`config.mk`:
```
export PLATFORM = sky130hd
export DESIGN_NAME = coh_epoch_seq
export DESIGN_NICKNAME = d
export VERILOG_FILES = /design/src/rtl/coh_seq_pkg.sv /design/src/rtl/coh_seq_collect.sv /design/src/rtl/coh_seq_walker.sv /design/src/rtl/coh_epoch_seq.sv
export SDC_FILE = /design/constraint.sdc
export NUM_CORES = 1
export LEC_CHECK = 0
export BUFFER_PORTS_ARGS = -buffer_cell sky130_fd_sc_hd__buf_2
export CAP_MARGIN = 30
export CORE_MARGIN = 4
export CORE_UTILIZATION = 30
export DETAILED_ROUTE_END_ITERATION = 8
export PLACE_DENSITY = 0.64
export SYNTH_ARGS = -nofsm -noshare
export SYNTH_HDL_FRONTEND = slang
export SYNTH_SLANG_ARGS = --single-unit
export TNS_END_PERCENT = 1
```
`constraint.sdc`:
```
create_clock -name clk -period 3.6 [get_ports clk]
set_input_delay 0.18 -clock clk [delete_from_list [all_inputs] [get_ports clk]]
set_output_delay 0.18 -clock clk [all_outputs]
set_load 0.03 [all_outputs]
```
`src/rtl/coh_seq_pkg.sv`:
```
package coh_seq_pkg;
    typedef enum logic [2:0] {
        ST_OFF   = 3'd0,
        ST_RUN   = 3'd1,
        ST_PAUSE = 3'd2,
        ST_DRAIN = 3'd3,
        ST_PROBE = 3'd4,
        ST_BCAST = 3'd5,
        ST_SWEEP = 3'd6,
        ST_HALT  = 3'd7
    } seq_state_t;
endpackage

```
`src/rtl/coh_seq_collect.sv`:
```
// Sticky per-slave collector: remembers which slaves have answered in the
// current phase and whether any answer carried a failure.
module coh_seq_collect #(
    parameter int N_SLV = 4
) (
    input  logic             clk,
    input  logic             rst_n,
    input  logic             clr,
    input  logic [N_SLV-1:0] in_vld,
    input  logic [N_SLV-1:0] in_fail,
    output logic             all_seen,
    output logic             any_fail
);
    logic [N_SLV-1:0] seen_q;
    logic [N_SLV-1:0] fail_q;

    for (genvar s = 0; s < N_SLV; s++) begin : g_slot
        always_ff @(posedge clk) begin
            if (!rst_n || clr) begin
                seen_q[s] <= 1'b0;
                fail_q[s] <= 1'b0;
            end else if (in_vld[s]) begin
                seen_q[s] <= 1'b1;
                fail_q[s] <= fail_q[s] | in_fail[s];
            end
        end
    end

    assign all_seen = &(seen_q | in_vld);
    assign any_fail = |(fail_q | (in_vld & in_fail));
endmodule

```
`src/rtl/coh_seq_walker.sv`:
```
// L2 index walker: restarts at zero on clr, advances by one on step.
module coh_seq_walker #(
    parameter int IDX_W = 4
) (
    input  logic             clk,
    input  logic             rst_n,
    input  logic             clr,
    input  logic             step,
    output logic [IDX_W-1:0] idx,
    output logic             last
);
    localparam logic [IDX_W-1:0] IDX_MAX = {IDX_W{1'b1}};

    always_ff @(posedge clk) begin
        if (!rst_n || clr)
            idx <= '0;
        else if (step)
            idx <= idx + 1'b1;
    end

    assign last = (idx == IDX_MAX);
endmodule

```
`src/rtl/coh_epoch_seq.sv`:
```
module coh_epoch_seq
    import coh_seq_pkg::*;
#(
    parameter int N_SLV  = 4,
    parameter int IDX_W  = 4,
    parameter int HIST_W = 16
) (
    input  logic              clk,
    input  logic              rst_n,
    input  logic              mode_en,
    input  logic              hist_full,
    input  logic              drain_idle,
    input  logic [N_SLV-1:0]  pause_ack,
    input  logic              line_valid,
    input  logic [HIST_W-1:0] line_hist,
    input  logic [N_SLV-1:0]  res_vld,
    input  logic [N_SLV-1:0]  res_fail,
    input  logic [N_SLV-1:0]  sweep_done,
    input  logic [N_SLV-1:0]  sweep_fail,
    output logic [2:0]        phase,
    output logic              stall_cores,
    output logic              hist_claim,
    output logic              pause_req,
    output logic [IDX_W-1:0]  probe_idx,
    output logic              bcast_vld,
    output logic [IDX_W-1:0]  bcast_idx,
    output logic [HIST_W-1:0] bcast_hist,
    output logic              sweep_req,
    output logic              err_flag,
    output logic              err_sweep,
    output logic [IDX_W-1:0]  err_idx
);
    seq_state_t state, state_nxt;

    logic             col_clr, all_seen, any_fail;
    logic [N_SLV-1:0] col_vld, col_fail;
    logic             walk_clr, walk_step, walk_last;
    logic [IDX_W-1:0] walk_idx;

    // Collector input selection by phase
    always_comb begin
        col_vld  = '0;
        col_fail = '0;
        unique case (state)
            ST_PAUSE: col_vld = pause_ack;
            ST_BCAST: begin col_vld = res_vld;    col_fail = res_fail;   end
            ST_SWEEP: begin col_vld = sweep_done; col_fail = sweep_fail; end
            default: ;
        endcase
    end

    assign col_clr = (state_nxt != state);

    coh_seq_collect #(.N_SLV(N_SLV)) u_collect (
        .clk      (clk),
        .rst_n    (rst_n),
        .clr      (col_clr),
        .in_vld   (col_vld),
        .in_fail  (col_fail),
        .all_seen (all_seen),
        .any_fail (any_fail)
    );

    assign walk_clr  = (state == ST_DRAIN);
    assign walk_step = ((state == ST_PROBE) && !line_valid && !walk_last) ||
                       ((state == ST_BCAST) && all_seen && !any_fail && !walk_last);

    coh_seq_walker #(.IDX_W(IDX_W)) u_walker (
        .clk   (clk),
        .rst_n (rst_n),
        .clr   (walk_clr),
        .step  (walk_step),
        .idx   (walk_idx),
        .last  (walk_last)
    );

    // Next-state logic
    always_comb begin
        state_nxt = state;
        unique case (state)
            ST_OFF:   if (mode_en) state_nxt = ST_RUN;
            ST_RUN:   if (!mode_en) state_nxt = ST_OFF;
                      else if (hist_full) state_nxt = ST_PAUSE;
            ST_PAUSE: if (all_seen) state_nxt = ST_DRAIN;
            ST_DRAIN: if (drain_idle) state_nxt = ST_PROBE;
            ST_PROBE: if (line_valid) state_nxt = ST_BCAST;
                      else if (walk_last) state_nxt = ST_SWEEP;
            ST_BCAST: if (any_fail) state_nxt = ST_HALT;
                      else if (all_seen) state_nxt = walk_last ? ST_SWEEP : ST_PROBE;
            ST_SWEEP: if (any_fail) state_nxt = ST_HALT;
                      else if (all_seen) state_nxt = ST_RUN;
            ST_HALT:  state_nxt = ST_HALT;
            default:  state_nxt = ST_OFF;
        endcase
    end

    // State register and latched data
    always_ff @(posedge clk) begin
        if (!rst_n) begin
            state      <= ST_OFF;
            bcast_hist <= '0;
            err_flag   <= 1'b0;
            err_sweep  <= 1'b0;
            err_idx    <= '0;
        end else begin
            state <= state_nxt;
            if (state == ST_PROBE && line_valid)
                bcast_hist <= line_hist;
            if (state != ST_HALT && state_nxt == ST_HALT) begin
                err_flag <= 1'b1;
                if (state == ST_BCAST)
                    err_idx <= walk_idx;
                else
                    err_sweep <= 1'b1;
            end
        end
    end

    // Outputs decoded from state
    always_comb begin
        stall_cores = 1'b0;
        hist_claim  = 1'b0;
        pause_req   = 1'b0;
        bcast_vld   = 1'b0;
        sweep_req   = 1'b0;
        unique case (state)
            ST_OFF:   ;
            ST_RUN:   hist_claim = 1'b1;
            ST_PAUSE: begin hist_claim = 1'b1; stall_cores = 1'b1; pause_req = 1'b1; end
            ST_DRAIN, ST_PROBE, ST_HALT:
                      begin hist_claim = 1'b1; stall_cores = 1'b1; end
            ST_BCAST: begin hist_claim = 1'b1; stall_cores = 1'b1; bcast_vld = 1'b1; end
            ST_SWEEP: begin hist_claim = 1'b1; stall_cores = 1'b1; sweep_req = 1'b1; end
            default:  ;
        endcase
    end

    assign phase     = state;
    assign probe_idx = walk_idx;
    assign bcast_idx = walk_idx;
endmodule

```
==> impl_metrics.env <==
export IMPL_hold_viol_final=0
export IMPL_via_per_inst=5.00
export IMPL_core_mm2=0.00639
export IMPL_hold_depth=3
export IMPL_synth_seq_cells=37
export IMPL_wl_mm=5.10
export IMPL_r2r_start="phase[1]"
export IMPL_ys_seq_area_share_pct=37.3
export IMPL_diodes=0
export IMPL_cts_buffer_depth=2
export IMPL_track_usage_pct=12.9
export IMPL_die_area_mm2=0.00799
export IMPL_dpl_cell_area_mm2=0.00237
export IMPL_path_max_fanout=26
export IMPL_ant_nets=0
export IMPL_yosysWarnings=0
export IMPL_grt_ovfl_total=0
export IMPL_cts_max_level=2
export IMPL_final_util_pct=38.5
export IMPL_port_buffers=79
export IMPL_regArea_um2=741
export IMPL_reg2reg_depth=7
export IMPL_vias=1839
export IMPL_drtIter0Drc=82
export IMPL_avgSynthCellArea_um2=9.00
export IMPL_skew_ns=0.00681
export IMPL_setup_viol=0
export IMPL_worstHoldStart="line_hist[12]"
export IMPL_critPathArrivalTime_ns=3.18
export IMPL_leakagePower_nw=1.10
export IMPL_synth_distinct_cells=47
export IMPL_die_x_um=89.4
export IMPL_powerDensity_mw_per_mm2=337
export IMPL_routedWlPerCell_um=13.9
export IMPL_yosysTopAreaCell="dfxtp_1"
export IMPL_initial_utilization_pct=31.1
export IMPL_worstHoldEndpoint="bcast_hist[12]"
export IMPL_fmax_mhz=334
export IMPL_hold_path_class="primary input to register"
export IMPL_period_share_pct=83.1
export IMPL_post_cts_buffers=0
export IMPL_synth_common_cells="37 x dfxtp_1, 37 x nand2_1, 18 x a21boi_0, 11 x nor2b_1"
export IMPL_synth_top_area_share_pct=37.3
export IMPL_die_h_um=89.4
export IMPL_cts_root_buf="clkbuf_8"
export IMPL_grt_first_pass_wirelength_mm=8.20
export IMPL_wl_met3_um=534
export IMPL_synth_async_sr_flop_share_pct=0
export IMPL_synth_ff_type="dfxtp_1"
export IMPL_drv_slew=0
export IMPL_fillers=680
export IMPL_num_rows=29
export IMPL_r2r_end="u_collect.fail_q[3]"
export IMPL_clk_pin_slew_ns=0.07
export IMPL_final_area_mm2=0.00246
export IMPL_ir_worst_vdd_mv=0.215
export IMPL_criticalPathCategory="register to register"
export IMPL_synthToLayoutAreaGrowth_pct=23.7
export IMPL_met2_length_mm=2.24
export IMPL_route_detailed_drc=0
export IMPL_ctsHoldBuffers=0
export IMPL_status="complete, no violations"
export IMPL_grt_pass1_vias=1761
export IMPL_tightest_slew_ns=0.770
export IMPL_postCtsResizedCells=0
export IMPL_finalSetupTns_ns=0
export IMPL_wl_met1_mm=2.31
export IMPL_cap_violations=0
export IMPL_rsz0062_at_grt="false"
export IMPL_cts_made_buffers=5
export IMPL_clkSinkCount=37
export IMPL_grt_max_degree=28
export IMPL_synth_edff_count=0
export IMPL_gp_congestion=0.794
export IMPL_syn_area_mm2=0.00199
export IMPL_drt_pass1_iterations=4
export IMPL_required_ns=3.79
export IMPL_multi_input_comb_area_mm2=0.00111
export IMPL_ff2ff_setup_slack_ns=0.61
export IMPL_min_period_ns=2.99
export IMPL_drive_above_1_share_pct=33.7
export IMPL_slew_headroom_pct=48.6
export IMPL_dpl_hpwl_mm=3.73
export IMPL_syn_inst=221
export IMPL_critPathCaptureType="register"
export IMPL_yosys_top_cells_area="dfxtp_1 37%, nand2_1 7.0%, a21boi_0 6.8%"
export IMPL_io_pins=80
export IMPL_highest_layer="met4"
export IMPL_antenna_found_initial=0
export IMPL_syn_nets=264
export IMPL_start_kind="register"
export IMPL_worstSkewPairLatency_ns=0.29
export IMPL_cts_tree="built"
export IMPL_nNetsFinal=334
-- cell families (layout without fill, tap and decap cells) --
kind of cell             count (synthesis)  count (layout)  share of synthesized area [%]
buffers and inverters                   21              91                           7.11
AO/OA/AOI/OAI                           52              52                           19.4
adder cells (fa/ha/maj)                  1               1                          0.629
AND/OR/NAND/NOR                        105             105                           33.0
multiplexers                             5               5                           2.52
flip-flops                              37              37                           37.3
-- stage by stage --
| step | hold WS (ns) | power (mW) | worst slack [ns] | instances |
|---|---|---|---|---|
| 6_report | 0.138 | 0.829 | 0.607 | 368 |
| 2_1_floorplan | 0.325 | 0.510 | 1.15 | 221 |
| 4_1_cts | 0.127 | 0.844 | 0.637 | 368 |
| 3_3_place_gp | 0.430 | 0.547 | 0.775 | 361 |
| 5_1_grt | 0.139 | 0.872 | 0.265 | 368 |
| 3_5_place_dp | 0.438 | 0.549 | 0.696 | 361 |
-- power by group --
group / total (mW) / internal (mW) / switching (mW) / leakage (nW)
combinational: 0.116 / 0.0516 / 0.0647 / 0.755
sequential: 0.423 / 0.413 / 0.0102 / 0.298
clock: 0.289 / 0.152 / 0.138 / 0.0443
-- cells in the final DEF (no fill, tap or decap), types with 2 or more instances in the layout --
cell / n
buf_2: 79
nand2_1: 37
dfxtp_1: 37
a21boi_0: 18
nor2b_1: 11
and4b_1: 8
nor4b_1: 8
o21ai_0: 6
clkbuf_8: 6
nor2_1: 5
a31oi_1: 5
mux2i_1: 5
nand3_1: 5
a21oi_1: 5
a22o_1: 4
or2_1: 4
and4bb_1: 4
nand2b_1: 4
nor4_1: 3
o31ai_1: 3
buf_4: 3
inv_1: 2
and2_1: 2
or3_1: 2
o21a_1: 2
a221oi_1: 2
-- worst max-delay path by stage --
stage | from | to
2_1_floorplan | phase[0] | u_walker.idx[3]
3_3_place_gp | phase[1] | u_walker.idx[3]
3_5_place_dp | phase[1] | u_collect.fail_q[3]
4_1_cts | phase[1] | u_collect.fail_q[3]
5_1_grt | phase[1] | u_collect.seen_q[3]
6_report | phase[1] | u_collect.fail_q[3]
-- critical path, stage by stage (launching register included) --
cell and delay [ns]:
dfxtp_1 0.82, and4b_1 0.29, or2_1 0.25, a31oi_1 0.29
and4_1 0.44, nor2_1 0.11, a211oi_2 0.40, nor4b_1 0.28
-- routing by layer --
metal  track usage, %  vias to the layer above
met5                0                        -
met4             3.65                        0
met3             4.98                        3
met2             19.5                       71
met1             17.1                      832
li1                 -                      933
-- sequential cells by signal, summed over array words and instances (netlist names) --
| name | cells |
|---|---|
| bcast_hist | 16 |
| err_flag | 1 |
| err_idx | 4 |
| err_sweep | 1 |
| phase | 3 |
| u_collect.fail_q | 4 |
| u_collect.seen_q | 4 |
| u_walker.idx | 4 |
-- layout make-up --
cell class / count / share of cell area, %
flip-flops and latches: 37 / 30.1
multi-input cells: 163 / 45.2
repair buffers: 82 / 17.0
clock buffers: 7 / 3.51
well taps: 77 / 3.92
inverters: 2 / 0.305
Power figures use the tool's default switching activity.
